$ cat src/rtl/irrl_pkg.sv
// Shared constants and the sample type of the IR run-length sampler.
// Assumes a 7-bit duration field plus one space flag per byte.
package irrl_pkg;
    localparam int DUR_W    = 7;
    localparam int SAMPLE_W = DUR_W + 1;
    localparam int DUR_MAX  = (1 << DUR_W) - 1;

    typedef struct packed {
        logic             space;
        logic [DUR_W-1:0] dur;
    } sample_t;
endpackage

$ cat src/rtl/irrl_sync.sv
// Multi-stage synchroniser for the asynchronous IR line.
// Assumes STAGES >= 2; output is delayed by STAGES clocks.
module irrl_sync #(
    parameter int STAGES = 2
) (
    input  logic clk,
    input  logic rst_n,
    input  logic d_in,
    output logic d_out
);
    logic [STAGES-1:0] chain;

    // Shift the raw input through the flop chain.
    always_ff @(posedge clk) begin
        if (!rst_n) chain <= '0;
        else        chain <= {chain[STAGES-2:0], d_in};
    end

    assign d_out = chain[STAGES-1];
endmodule

$ cat src/rtl/irrl_period_timer.sv
// Divides microsecond ticks into sample-period strobes.
// Assumes clear is held while receive is off and pulsed on level change.
module irrl_period_timer #(
    parameter int PER_W      = 8,
    parameter int DEF_PERIOD = 50
) (
    input  logic             clk,
    input  logic             rst_n,
    input  logic             clear,
    input  logic             us_tick,
    input  logic [PER_W-1:0] cfg_period,
    output logic             period_tick
);
    logic [PER_W-1:0] cnt;
    logic [PER_W-1:0] eff_period;

    // Period 0 selects the built-in default.
    always_comb begin
        eff_period = (cfg_period == '0) ? PER_W'(DEF_PERIOD) : cfg_period;
    end

    assign period_tick = !clear && us_tick && (cnt >= eff_period - PER_W'(1));

    // Count ticks within the current period.
    always_ff @(posedge clk) begin
        if (!rst_n || clear)  cnt <= '0;
        else if (period_tick) cnt <= '0;
        else if (us_tick)     cnt <= cnt + PER_W'(1);
    end


    period_restart_chk: assert property (@(posedge clk) disable iff (!rst_n)
        period_tick |=> (cnt == '0));
endmodule

$ cat src/rtl/irrl_run_counter.sv
// Measures runs of the corrected IR level and emits samples on level
// change or saturation. Assumes period_tick never asserts during clear.
module irrl_run_counter
    import irrl_pkg::*;
(
    input  logic    clk,
    input  logic    rst_n,
    input  logic    rx_en,
    input  logic    level,
    input  logic    period_tick,
    output logic    commit,
    output logic    sat_commit,
    output logic    timer_clear,
    output sample_t sample
);
    logic             cur_lvl;
    logic [DUR_W-1:0] run_len;
    logic             change;

    // Detect a change and a count reaching full scale.
    always_comb begin
        change      = rx_en && (level != cur_lvl);
        sat_commit  = rx_en && !change && period_tick &&
                      (run_len == DUR_W'(DUR_MAX - 1));
        commit      = change || sat_commit;
        timer_clear = !rx_en || change;
        sample.space = !cur_lvl;
        sample.dur   = change ? run_len : DUR_W'(DUR_MAX);
    end

    // Track the level of the current run and its length.
    always_ff @(posedge clk) begin
        if (!rst_n) begin
            cur_lvl <= 1'b0;
            run_len <= '0;
        end else if (!rx_en || change) begin
            cur_lvl <= level;
            run_len <= '0;
        end else if (period_tick) begin
            run_len <= sat_commit ? '0 : run_len + DUR_W'(1);
        end
    end


    sat_restart_chk: assert property (@(posedge clk) disable iff (!rst_n)
        sat_commit |=> (run_len == '0) && (cur_lvl == $past(cur_lvl)));

    change_follow_chk: assert property (@(posedge clk) disable iff (!rst_n)
        change |=> (cur_lvl == $past(level)) && (run_len == '0));
endmodule

$ cat src/rtl/irrl_pingpong_buf.sv
// Two-half sample store with packet-ready and overflow flags.
// Assumes one write per cycle at most; the read port is combinational.
module irrl_pingpong_buf
    import irrl_pkg::*;
#(
    parameter int HALF_DEPTH = 4,
    localparam int IDX_W     = $clog2(HALF_DEPTH),
    localparam int ADDR_W    = IDX_W + 1
) (
    input  logic                clk,
    input  logic                rst_n,
    input  logic                wr_en,
    input  sample_t             wr_data,
    input  logic                sat_evt,
    input  logic                ovf_en,
    input  logic                pend_clr,
    input  logic [ADDR_W-1:0]   rd_addr,
    output logic [SAMPLE_W-1:0] rd_data,
    output logic                ready_half,
    output logic                rx_pend,
    output logic                ovf_pend
);
    logic [SAMPLE_W-1:0] mem [2*HALF_DEPTH];
    logic                wr_half;
    logic [IDX_W-1:0]    idx;
    logic                half_done;

    assign half_done = wr_en && (idx == IDX_W'(HALF_DEPTH - 1));
    assign rd_data   = mem[rd_addr];

    // Store committed samples; every byte starts empty.
    always_ff @(posedge clk) begin
        if (!rst_n) begin
            for (int i = 0; i < 2*HALF_DEPTH; i++) mem[i] <= '0;
        end else if (wr_en) begin
            mem[{wr_half, idx}] <= wr_data;
        end
    end

    // Advance the write position and swap halves when one fills.
    always_ff @(posedge clk) begin
        if (!rst_n) begin
            wr_half    <= 1'b0;
            idx        <= '0;
            ready_half <= 1'b0;
        end else if (half_done) begin
            ready_half <= wr_half;
            wr_half    <= !wr_half;
            idx        <= '0;
        end else if (wr_en) begin
            idx <= idx + IDX_W'(1);
        end
    end

    // Packet-ready and overflow flags; a new event wins over a clear.
    always_ff @(posedge clk) begin
        if (!rst_n) begin
            rx_pend  <= 1'b0;
            ovf_pend <= 1'b0;
        end else begin
            if (half_done)     rx_pend <= 1'b1;
            else if (pend_clr) rx_pend <= 1'b0;
            if (sat_evt && ovf_en) ovf_pend <= 1'b1;
            else if (pend_clr)     ovf_pend <= 1'b0;
        end
    end


    half_swap_chk: assert property (@(posedge clk) disable iff (!rst_n)
        half_done |=> rx_pend && (idx == '0) && (ready_half != wr_half));

    pend_source_chk: assert property (@(posedge clk) disable iff (!rst_n)
        $rose(rx_pend) |-> $past(half_done));

    pend_clear_chk: assert property (@(posedge clk) disable iff (!rst_n)
        (pend_clr && !half_done) |=> !rx_pend);

    ovf_source_chk: assert property (@(posedge clk) disable iff (!rst_n)
        $rose(ovf_pend) |-> $past(ovf_en && sat_evt));
endmodule

$ cat src/rtl/irrl_sampler.sv
// Top of the IR run-length receive sampler: synchronise, correct polarity,
// measure runs, store samples in two halves, raise the interrupt.
// Assumes us_tick is a single-cycle pulse in the clk domain.
module irrl_sampler
    import irrl_pkg::*;
#(
    parameter int SYNC_STAGES = 2,
    parameter int PER_W       = 8,
    parameter int DEF_PERIOD  = 50,
    parameter int HALF_DEPTH  = 4,
    localparam int ADDR_W     = $clog2(HALF_DEPTH) + 1
) (
    input  logic                clk,
    input  logic                rst_n,
    input  logic                ir_raw,
    input  logic                us_tick,
    input  logic                cfg_rx_en,
    input  logic                cfg_irq_en,
    input  logic                cfg_ovf_irq_en,
    input  logic                cfg_invert,
    input  logic [PER_W-1:0]    cfg_period,
    input  logic [ADDR_W-1:0]   rd_addr,
    output logic [SAMPLE_W-1:0] rd_data,
    output logic                ready_half,
    output logic                rx_pend,
    input  logic                pend_clr,
    output logic                irq
);
    logic    ir_s;
    logic    level;
    logic    period_tick;
    logic    commit;
    logic    sat_commit;
    logic    timer_clear;
    logic    ovf_pend;
    sample_t sample;

    irrl_sync #(.STAGES(SYNC_STAGES)) u_sync (
        .clk(clk), .rst_n(rst_n), .d_in(ir_raw), .d_out(ir_s)
    );

    assign level = ir_s ^ cfg_invert;

    irrl_period_timer #(.PER_W(PER_W), .DEF_PERIOD(DEF_PERIOD)) u_timer (
        .clk(clk), .rst_n(rst_n), .clear(timer_clear), .us_tick(us_tick),
        .cfg_period(cfg_period), .period_tick(period_tick)
    );

    irrl_run_counter u_run (
        .clk(clk), .rst_n(rst_n), .rx_en(cfg_rx_en), .level(level),
        .period_tick(period_tick), .commit(commit), .sat_commit(sat_commit),
        .timer_clear(timer_clear), .sample(sample)
    );

    irrl_pingpong_buf #(.HALF_DEPTH(HALF_DEPTH)) u_buf (
        .clk(clk), .rst_n(rst_n), .wr_en(commit), .wr_data(sample),
        .sat_evt(sat_commit), .ovf_en(cfg_ovf_irq_en), .pend_clr(pend_clr),
        .rd_addr(rd_addr), .rd_data(rd_data), .ready_half(ready_half),
        .rx_pend(rx_pend), .ovf_pend(ovf_pend)
    );

    assign irq = cfg_irq_en && (rx_pend || ovf_pend);


    idle_quiet_chk: assert property (@(posedge clk) disable iff (!rst_n)
        !cfg_rx_en |-> !commit);
endmodule

$ cat config.mk
export PLATFORM = sky130hd
export DESIGN_NAME = irrl_sampler
export DESIGN_NICKNAME = d
export VERILOG_FILES = /design/src/rtl/irrl_pkg.sv /design/src/rtl/irrl_sync.sv /design/src/rtl/irrl_period_timer.sv /design/src/rtl/irrl_run_counter.sv /design/src/rtl/irrl_pingpong_buf.sv /design/src/rtl/irrl_sampler.sv
export SDC_FILE = /design/constraint.sdc
export NUM_CORES = 1
export LEC_CHECK = 0
export ABC_AREA = 1
export CAP_MARGIN = 20
export CORE_ASPECT_RATIO = 0.9
export CORE_MARGIN = 2
export CORE_UTILIZATION = 45
export CTS_CLUSTER_SIZE = 14
export DETAILED_ROUTE_END_ITERATION = 8
export PLACE_DENSITY = 0.75
export SKIP_CTS_REPAIR_TIMING = 1
export SLEW_MARGIN = 20
export SYNTH_ARGS = -nofsm -noshare
export SYNTH_HDL_FRONTEND = slang
export SYNTH_SLANG_ARGS = --single-unit
$ cat constraint.sdc
create_clock -name clk -period 3.6 [get_ports clk]
set_clock_uncertainty 0.1 [all_clocks]
set_input_delay 0.36 -clock clk [delete_from_list [all_inputs] [get_ports clk]]
set_output_delay 0.36 -clock clk [all_outputs]
set_load 0.1 [all_outputs]
==> results of run 1 <==
==> layer usage <==
layer  global-route usage (%)  vias to the layer above
met2                     33.3                      131
li1                         -                     1728
met3                     5.86                       19
met1                     24.2                     1605
met4                     5.79                        0
met5                        0                        -
==> critical path, delay by kind of cell <==
family	cells	cell delay, ns
XOR/XNOR	1	0.14
AND/OR/NAND/NOR	12	1.43
AO/OA/AOI/OAI	1	0.19
buffers and inverters	4	0.76
adder cells (fa/ha/maj)	2	0.47
==> state kept, by name, summed over array words and instances (netlist names) <==
| register | count |
|---|---|
| u_timer.cnt | 8 |
| u_buf.ovf_pend | 1 |
| u_buf.rx_pend | 1 |
| u_buf.idx | 2 |
| u_buf.mem | 64 |
| u_run.cur_lvl | 1 |
| u_run.run_len | 7 |
| u_buf.wr_half | 1 |
| u_sync.chain | 2 |
| u_buf.ready_half | 1 |
==> cells in the final DEF (no fill, tap or decap) <==
| cell | count |
|---|---|
| sky130_fd_sc_hd__a21boi_0 | 1 |
| sky130_fd_sc_hd__dfxtp_1 | 24 |
| sky130_fd_sc_hd__a31oi_1 | 8 |
| sky130_fd_sc_hd__nor2_8 | 1 |
| sky130_fd_sc_hd__inv_1 | 33 |
| sky130_fd_sc_hd__nor3_2 | 1 |
| sky130_fd_sc_hd__clkdlybuf4s50_1 | 21 |
| sky130_fd_sc_hd__nor3_1 | 8 |
| sky130_fd_sc_hd__buf_12 | 8 |
| sky130_fd_sc_hd__nand2_4 | 5 |
| sky130_fd_sc_hd__nor2_2 | 2 |
| sky130_fd_sc_hd__nor2_1 | 147 |
| sky130_fd_sc_hd__o21a_1 | 2 |
| sky130_fd_sc_hd__clkinv_4 | 1 |
| sky130_fd_sc_hd__ha_1 | 13 |
| sky130_fd_sc_hd__o21ai_0 | 37 |
| sky130_fd_sc_hd__bufinv_16 | 1 |
| sky130_fd_sc_hd__nand3_1 | 11 |
| sky130_fd_sc_hd__clkinv_1 | 1 |
| sky130_fd_sc_hd__inv_6 | 1 |
| sky130_fd_sc_hd__inv_2 | 4 |
| sky130_fd_sc_hd__xor2_1 | 5 |
| sky130_fd_sc_hd__buf_4 | 30 |
| sky130_fd_sc_hd__edfxtp_1 | 64 |
| sky130_fd_sc_hd__clkbuf_8 | 10 |
| sky130_fd_sc_hd__nor2_4 | 2 |
| sky130_fd_sc_hd__nand3_2 | 4 |
| sky130_fd_sc_hd__nand3b_1 | 1 |
| sky130_fd_sc_hd__xnor2_1 | 3 |
| sky130_fd_sc_hd__clkinv_2 | 1 |
| sky130_fd_sc_hd__nand2_2 | 11 |
| sky130_fd_sc_hd__nand2_1 | 54 |
| sky130_fd_sc_hd__clkinvlp_4 | 2 |
| sky130_fd_sc_hd__o22ai_1 | 8 |
| sky130_fd_sc_hd__or2_2 | 2 |
| sky130_fd_sc_hd__a21oi_1 | 18 |
| sky130_fd_sc_hd__nor3b_1 | 2 |
==> final cells by class <==
| type | instances | area, um2 |
|---|---|---|
| Fill cell | 785 | 3960 |
| Sequential cell | 88 | 2400 |
| Multi-Input combinational cell | 346 | 1750 |
| Timing Repair Buffer | 59 | 596 |
| Tap cell | 122 | 153 |
| Inverter | 38 | 143 |
| Clock buffer | 10 | 138 |
| Clock inverter | 6 | 67.6 |
==> how the worst max path moves through the flow <==
| stage | from | to | slack, ns |
|---|---|---|---|
| after floorplan | cfg_period[4] | u_buf.mem[1][0]$_SDFFCE_PN0P_ | 0.21 |
| after global placement | cfg_period[4] | u_buf.mem[6][1]$_SDFFCE_PN0P_ | -0.14 |
| after detailed placement | cfg_period[4] | u_buf.mem[6][2]$_SDFFCE_PN0P_ | -0.28 |
| after CTS | cfg_period[4] | u_buf.mem[6][2]$_SDFFCE_PN0P_ | 0.08 |
| after global routing | cfg_period[5] | u_buf.mem[4][2]$_SDFFCE_PN0P_ | 0.04 |
| final | cfg_period[4] | u_buf.mem[4][0]$_SDFFCE_PN0P_ | 0.22 |
==> power by group <==
group,internal (mW),switching [mW]
Sequential,1.12,0.0155
Clock,0.342,0.354
Combinational,0.114,0.220
==> kinds of logic (layout without fill, tap and decap cells) <==
| family | Yosys count | count (layout) | synth area share, % |
|---|---|---|---|
| and+or+nand+nor | 251 | 251 | 25.3 |
| xor gates and xnor gates | 8 | 8 | 1.62 |
| DFF | 88 | 88 | 55.6 |
| buffers and inverters | 49 | 113 | 4.43 |
| AOI/OAI and AO/OA | 74 | 74 | 9.21 |
| adders and majority gates | 13 | 13 | 3.77 |
==> per-stage QoR <==
| stage | utilization (%) | total power [mW] | TNS, ns | cell area, um2 |
|---|---|---|---|---|
| after CTS | 56.7 | 2.17 | 0 | 5220 |
| after floorplan | - | 1.35 | 0 | 4320 |
| after global placement | 54.5 | 1.48 | -7.88 | 5020 |
| final | 57.0 | 2.16 | 0 | 5240 |
| after global routing | 57.0 | 2.25 | 0 | 5240 |
| after detailed placement | 54.5 | 1.49 | -18.01 | 5020 |
==> insert_results.sql, run 1 <==
INSERT INTO impl_metrics (metric_group, metric, value, unit) VALUES
('status', 'status', 'finished clean', ''),
('detailed_routing', 'met3_wirelength', '680', 'um'),
('floorplanning', 'rows', '33', ''),
('synthesis', 'synth_most_common_cell', 'sky130_fd_sc_hd__nor2_1', ''),
('sta', 'finalCritPeriodShare', '93.9', '%'),
('synthesis', 'post_synth_edffs', '64', ''),
('finish', 'finalNetCount', '575', ''),
('global_route', 'grt.overflow.total', '0', ''),
('synthesis', 'syn-instance-count', '483', ''),
('global_route', 'initial_antenna_violation_count', '0', ''),
('floorplanning', 'io_pins', '31', ''),
('detailed_routing', 'dr_total_vias', '3483', ''),
('synthesis', 'synthesis.area', '4320', 'um2'),
('hold_path', 'worstHoldEndpoint', 'u_sync.chain[1]$_SDFF_PN0_', ''),
('placement', 'dp_slack', '-0.282', 'ns'),
('floorplanning', 'die_area', '10400', 'um2'),
('floorplanning', 'die_width', '107', 'um'),
('critical_path', 'critical_path_required', '3.58', 'ns'),
('critical_path', 'cp.arrival', '3.36', 'ns'),
('floorplanning', 'initial_core_util', '46.9', '%'),
('critical_path', 'critPathSlowestCell', 'sky130_fd_sc_hd__clkdlybuf4s50_1', ''),
('cts', 'numCtsBuffers', '9', ''),
('sta', 'fmax', '296', 'MHz'),
('detailed_routing', 'totalWireLength', '9.71', 'mm'),
('critical_path', 'worst_path_largest_cell_delay', '0.42', 'ns'),
('finish', 'drive_gt1_share', '15.7', '%'),
('critical_path', 'worst-r2r-cell-count', '5', ''),
('critical_path', 'setup.worst_path.class', 'in2reg', ''),
('sta', 'number_of_failing_hold_endpoints_at_the_final_stage', '0', ''),
('global_route', 'gr-usage-all-layers', '19.7', '%'),
('power', 'pwr_density_cell', '412', 'nW/um2'),
('placement', 'place.port_buffers', '30', ''),
('floorplanning', 'core-area', '9210', 'um2'),
('critical_path', 'timing.rr.end', 'u_buf.mem[1][1]$_SDFFCE_PN0P_', ''),
('detailed_routing', 'ant_nets', '0', ''),
('global_route', 'maximum_number_of_pins_on_one_net_before_global_route_repair', '33', ''),
('finish', 'areaGrowthSynthToFinish', '21.4', '%'),
('finish', 'post_layout_instance_count_excluding_filler_cells', '669', ''),
('job', 'maxCapViolations', '0', ''),
('global_route', 'grt_first_pass_wirelength', '15.8', 'mm'),
('sta', 'timing.hold.ws', '0.316', 'ns'),
('hold_path', 'whs_path_depth', '2', ''),
('critical_path', 'timing.critical_path.mode_cell', 'sky130_fd_sc_hd__nand2_1', ''),
('hold_path', 'min-delay-start', 'u_sync.chain[0]$_SDFF_PN0_', ''),
('cts', 'clk_pin_slew', '0.08', 'ns'),
('cts', 'cts.sinks', '88', ''),
('placement', 'dp_hpwl', '7.19', 'mm'),
('sta', 'setup_slack', '0.219', 'ns'),
('critical_path', 'endpoint_kind', 'flop', ''),
('critical_path', 'critPathMaxFanout', '5', ''),
('synthesis', 'ys_dominant_reg_cell', 'sky130_fd_sc_hd__edfxtp_1', ''),
('placement', 'finalWeightedCongestion', '0.893', ''),
('critical_path', 'cp_cell_sequence', 'clkdlybuf4s50_1, or2_2, nor3_2, nor2_1, ha_1, nor3b_1, nand3_1, xor2_1, inv_1, ha_1, nand2_1, o21a_1, nand2_1, nand3_2, nand2_4, nand2_1, inv_2, nand2_2, nand2_1, buf_4', ''),
('synthesis', 'synth_cell_type_count', '29', ''),
('synthesis', 'synth.yosys.seq_area_share', '55.6', '%'),
('cts', 'tritoncts', 'yes', ''),
('synthesis', 'synth_async_sr_flop_share', '0', '%'),
('global_route', 'via_count_of_the_first_global_routing_pass', '3458', ''),
('floorplanning', 'die_h', '96.9', 'um'),
('sta', 'max-slew-margin-rel', '35.5', '%'),
('detailed_routing', 'routedWlPerCell', '14.5', 'um'),
('placement', 'dpl.cell_count', '653', ''),
('synthesis', 'synth-warning-count', '0', ''),
('finish', 'antenna_cells_inserted', '0', ''),
('detailed_routing', 'top_signal_layer_used', 'met4', ''),
('synthesis', 'synth.area.top_cells', 'sky130_fd_sc_hd__edfxtp_1 44%, sky130_fd_sc_hd__nor2_1 13%, sky130_fd_sc_hd__dfxtp_1 11%', ''),
('sta', 'final-max-slew-violation-count', '0', ''),
('critical_path', 'critical_path.reg2reg.startpoint', 'u_run.cur_lvl$_SDFFE_PN0P_', ''),
('critical_path', 'regToRegSetupSlack', '1.08', 'ns'),
('cts', 'htree_levels', '3', ''),
('critical_path', 'crit_path_start_kind', 'input port', '');
Note: power is estimated with default switching activity, not from simulation.
==> run 2: changes to the inputs <==
--- a/config.mk
+++ b/config.mk
@@ -9,10 +9,11 @@
 export CAP_MARGIN = 20
 export CORE_ASPECT_RATIO = 0.9
 export CORE_MARGIN = 2
-export CORE_UTILIZATION = 45
+export CORE_UTILIZATION = 59
 export CTS_CLUSTER_SIZE = 14
 export DETAILED_ROUTE_END_ITERATION = 8
-export PLACE_DENSITY = 0.75
+export PLACE_DENSITY = 0.91
+export SETUP_SLACK_MARGIN = 0.05
 export SKIP_CTS_REPAIR_TIMING = 1
 export SLEW_MARGIN = 20
 export SYNTH_ARGS = -nofsm -noshare
==> run 2 against run 1 <==
Against the previous run: clock-buffer cell count unchanged; sequential power about the same; cell area down 1.7%; via count up 1.5%; non-clock buffer count down 5; critical path depth down 1; sequential share of layout area up 0.78 points.
==> insert_results.sql, run 2 (synthesized netlist as in run 1, its figures left out) <==
INSERT INTO impl_metrics (metric_group, metric, value, unit) VALUES
('power', 'power.share.switching', '28.5', '%'),
('critical_path', 'stages_on_the_worst_setup_path', '19', ''),
('cts', 'htree_levels', '3', ''),
('cts', 'clk_pin_slew', '0.09', 'ns'),
('floorplanning', 'die_h', '85.2', 'um'),
('power', 'power.clock.fraction', '29.9', '%'),
('sta', 'finalCritPeriodShare', '93.8', '%'),
('power', 'power.static_leakage', '2.20', 'nW'),
('cts', 'numCtsBuffers', '9', ''),
('critical_path', 'crit_path_start_kind', 'input port', ''),
('floorplanning', 'die_area', '8020', 'um2'),
('sta', 'timing.hold.ws', '0.326', 'ns'),
('placement', 'dp_hpwl', '7.09', 'mm'),
('critical_path', 'critical_path.reg2reg.startpoint', 'u_run.cur_lvl$_SDFFE_PN0P_', ''),
('cts', 'clk-insertion-delay-late', '0.36', 'ns'),
('sta', 'fmax', '296', 'MHz'),
('finish', 'post_layout_instance_count_excluding_filler_cells', '635', ''),
('detailed_routing', 'via_per_inst', '5.57', ''),
('critical_path', 'worst-r2r-cell-count', '5', ''),
('placement', 'finalWeightedCongestion', '0.817', ''),
('critical_path', 'timing.rr.end', 'u_buf.mem[0][0]$_SDFFCE_PN0P_', ''),
('finish', 'largestRegisters', 'u_buf.mem x64, u_timer.cnt x8, u_run.run_len x7', ''),
('placement', 'dp_slack', '-0.313', 'ns'),
('critical_path', 'critPathSlowestCell', 'sky130_fd_sc_hd__clkdlybuf4s50_1', ''),
('power', 'share_comb_of_total_power', '15.6', '%'),
('power', 'pwr_density_cell', '405', 'nW/um2'),
('global_route', 'maximum_number_of_pins_on_one_net_before_global_route_repair', '33', ''),
('detailed_routing', 'routedWlPerCell', '15.2', 'um'),
('critical_path', 'critical_path.top_delay_family', 'simple AND/OR/NAND/NOR gates', ''),
('detailed_routing', 'drcViolationCount', '0', ''),
('placement', 'dpl.cell_count', '619', ''),
('detailed_routing', 'drt_iter0_drc', '378', ''),
('sta', 'finalSetupViolCount', '0', ''),
('power', 'cellInternalPower', '1.49', 'mW'),
('detailed_routing', 'ant_nets', '0', ''),
('finish', 'antenna_cells_inserted', '0', ''),
('cts', 'tritoncts', 'yes', ''),
('global_route', 'initial_antenna_violation_count', '0', ''),
('critical_path', 'critPathLaunch', 'cfg_period[4]', ''),
('critical_path', 'worst-path-buf-inv', '3', ''),
('critical_path', 'cp_cell_sequence', 'clkdlybuf4s50_1, or2_2, nor3_2, nor2_1, ha_1, nor3b_1, nand3_1, xor2_1, inv_1, ha_1, nand2_1, o21a_1, nand2_1, nand3_2, nand2_4, inv_2, nor2_8, nand2_4, nand2_2', ''),
('cts', 'clockRootBuffer', 'sky130_fd_sc_hd__clkbuf_8', ''),
('status', 'status', 'finished clean', ''),
('sta', 'rsz0062_at_grt', 'no', ''),
('power', 'fin_total_pwr', '2.09', 'mW'),
('global_route', 'grt.overflow.total', '0', ''),
('finish', 'finish.instance_area', '5160', 'um2'),
('global_route', 'grt_first_pass_wirelength', '15.4', 'mm'),
('finish', 'areaGrowthSynthToFinish', '19.4', '%'),
('detailed_routing', 'dr_total_vias', '3536', ''),
('placement', 'place.port_buffers', '30', ''),
('job', 'maxCapViolations', '0', ''),
('floorplanning', 'io_pins', '31', ''),
('power', 'vdd_ir_drop_max', '292', 'uV'),
('finish', 'finalNetCount', '570', ''),
('sta', 'setup_slack', '0.225', 'ns'),
('floorplanning', 'rows', '29', ''),
('sta', 'post-route-min-period', '3.38', 'ns'),
('finish', 'most-common-layout-cells', '146 x sky130_fd_sc_hd__nor2_1, 64 x sky130_fd_sc_hd__edfxtp_1, 52 x sky130_fd_sc_hd__nand2_1, 37 x sky130_fd_sc_hd__o21ai_0, 33 x sky130_fd_sc_hd__inv_1', ''),
('critical_path', 'critical_path_required', '3.56', 'ns'),
('finish', 'drive_gt1_share', '15.3', '%'),
('critical_path', 'endpoint', 'u_buf.mem[3][4]$_SDFFCE_PN0P_', ''),
('cts', 'cts.sinks', '88', ''),
('power', 'switchingPower', '595', 'uW'),
('sta', 'max-slew-margin-rel', '35.2', '%'),
('floorplanning', 'die_width', '94.2', 'um'),
('finish', 'leading_cell_type_in_the_layout_fill_and_taps_excluded', 'sky130_fd_sc_hd__nor2_1', ''),
('hold_path', 'min-delay-path-class', 'reg2reg', ''),
('critical_path', 'regToRegSetupSlack', '1.23', 'ns'),
('global_route', 'via_count_of_the_first_global_routing_pass', '3244', ''),
('sta', 'tightestPinTransition', '0.969', 'ns'),
('finish', 'top_register', 'u_buf.mem', ''),
('cts', 'ctsLongestPathBuffers', '2', ''),
('global_route', 'gr-usage-all-layers', '25.5', '%'),
('floorplanning', 'initial_core_util', '61.0', '%'),
('finish', 'largest_register_ffs', '64', ''),
('detailed_routing', 'drt_pass1_iterations', '5', ''),
('critical_path', 'worst_path_largest_cell_delay', '0.42', 'ns'),
('critical_path', 'cp.arrival', '3.33', 'ns'),
('placement', 'placed_area', '4940', 'um2'),
('floorplanning', 'core-area', '7080', 'um2'),
('critical_path', 'endpoint_kind', 'flop', ''),
('detailed_routing', 'totalWireLength', '9.67', 'mm'),
('power', 'pwr-share-seq', '54.5', '%'),
('sta', 'number_of_failing_hold_endpoints_at_the_final_stage', '0', ''),
('critical_path', 'critPathMaxFanout', '8', ''),
('critical_path', 'setup.worst_path.class', 'in2reg', ''),
('sta', 'final-max-slew-violation-count', '0', '');
run 2: area by class of cell:
cell class / instances / area [um2]
inverter: 38 / 143
timing repair buffer: 54 / 558
sequential: 88 / 2400
fill: 474 / 1920
multi-input combinational: 346 / 1760
clock buffer: 10 / 128
tap: 93 / 116
clock inverter: 6 / 51.3
run 2: power groups by stage:
stage	sequential (mW)	clock, mW	combinational, mW
after floorplan	1.15	0	0.201
after global placement	1.16	0	0.310
after detailed placement	1.16	0	0.319
after CTS	1.14	0.634	0.321
after global routing	1.14	0.674	0.350
final	1.14	0.624	0.326
run 2: metrics by stage:
step           util, %  setup TNS, ns
2_1_floorplan        -              0
3_3_place_gp      69.9          -8.18
3_5_place_dp      69.9         -20.41
4_1_cts           72.4              0
5_1_grt           72.9              0
6_report          72.9              0
run 2: worst reg2reg max path, stage by stage (launching register included):
cell,delay [ns]
sky130_fd_sc_hd__dfxtp_1,0.65
sky130_fd_sc_hd__nand3_1,0.19
sky130_fd_sc_hd__nand2_1,0.09
sky130_fd_sc_hd__nand2_1,0.19
sky130_fd_sc_hd__nor2_1,0.73
sky130_fd_sc_hd__nor2_2,0.14
run 2: per-layer routing:
layer,global-route usage [%],part of all wire (%),up-vias
met2,40.1,47,170
li1,-,-,1720
met5,0,0,-
met1,32.8,41,1617
met4,12.3,2.7,0
met3,7.19,9.1,29
run 2: worst min path at each step:
stage / start / slack (ns) / depth (start not counted) / endpoint
6_report: u_sync.chain[0]$_SDFF_PN0_ / 0.33 / 2 / u_sync.chain[1]$_SDFF_PN0_
5_1_grt: u_sync.chain[0]$_SDFF_PN0_ / 0.34 / 2 / u_sync.chain[1]$_SDFF_PN0_
4_1_cts: u_sync.chain[0]$_SDFF_PN0_ / 0.33 / 2 / u_sync.chain[1]$_SDFF_PN0_
3_5_place_dp: u_sync.chain[0]$_SDFF_PN0_ / 0.30 / 2 / u_sync.chain[1]$_SDFF_PN0_
3_3_place_gp: u_sync.chain[0]$_SDFF_PN0_ / 0.29 / 2 / u_sync.chain[1]$_SDFF_PN0_
2_1_floorplan: u_sync.chain[0]$_SDFF_PN0_ / 0.29 / 2 / u_sync.chain[1]$_SDFF_PN0_
==> run 3: changes to the inputs <==
--- a/config.mk
+++ b/config.mk
@@ -10,7 +10,7 @@
 export CORE_ASPECT_RATIO = 0.9
 export CORE_MARGIN = 2
 export CORE_UTILIZATION = 59
-export CTS_CLUSTER_SIZE = 14
+export CTS_CLUSTER_SIZE = 25
 export DETAILED_ROUTE_END_ITERATION = 8
 export PLACE_DENSITY = 0.91
 export SETUP_SLACK_MARGIN = 0.05
==> results of run 3 <==
No change in the layout: final DEF, timing and power equal those of run 2.
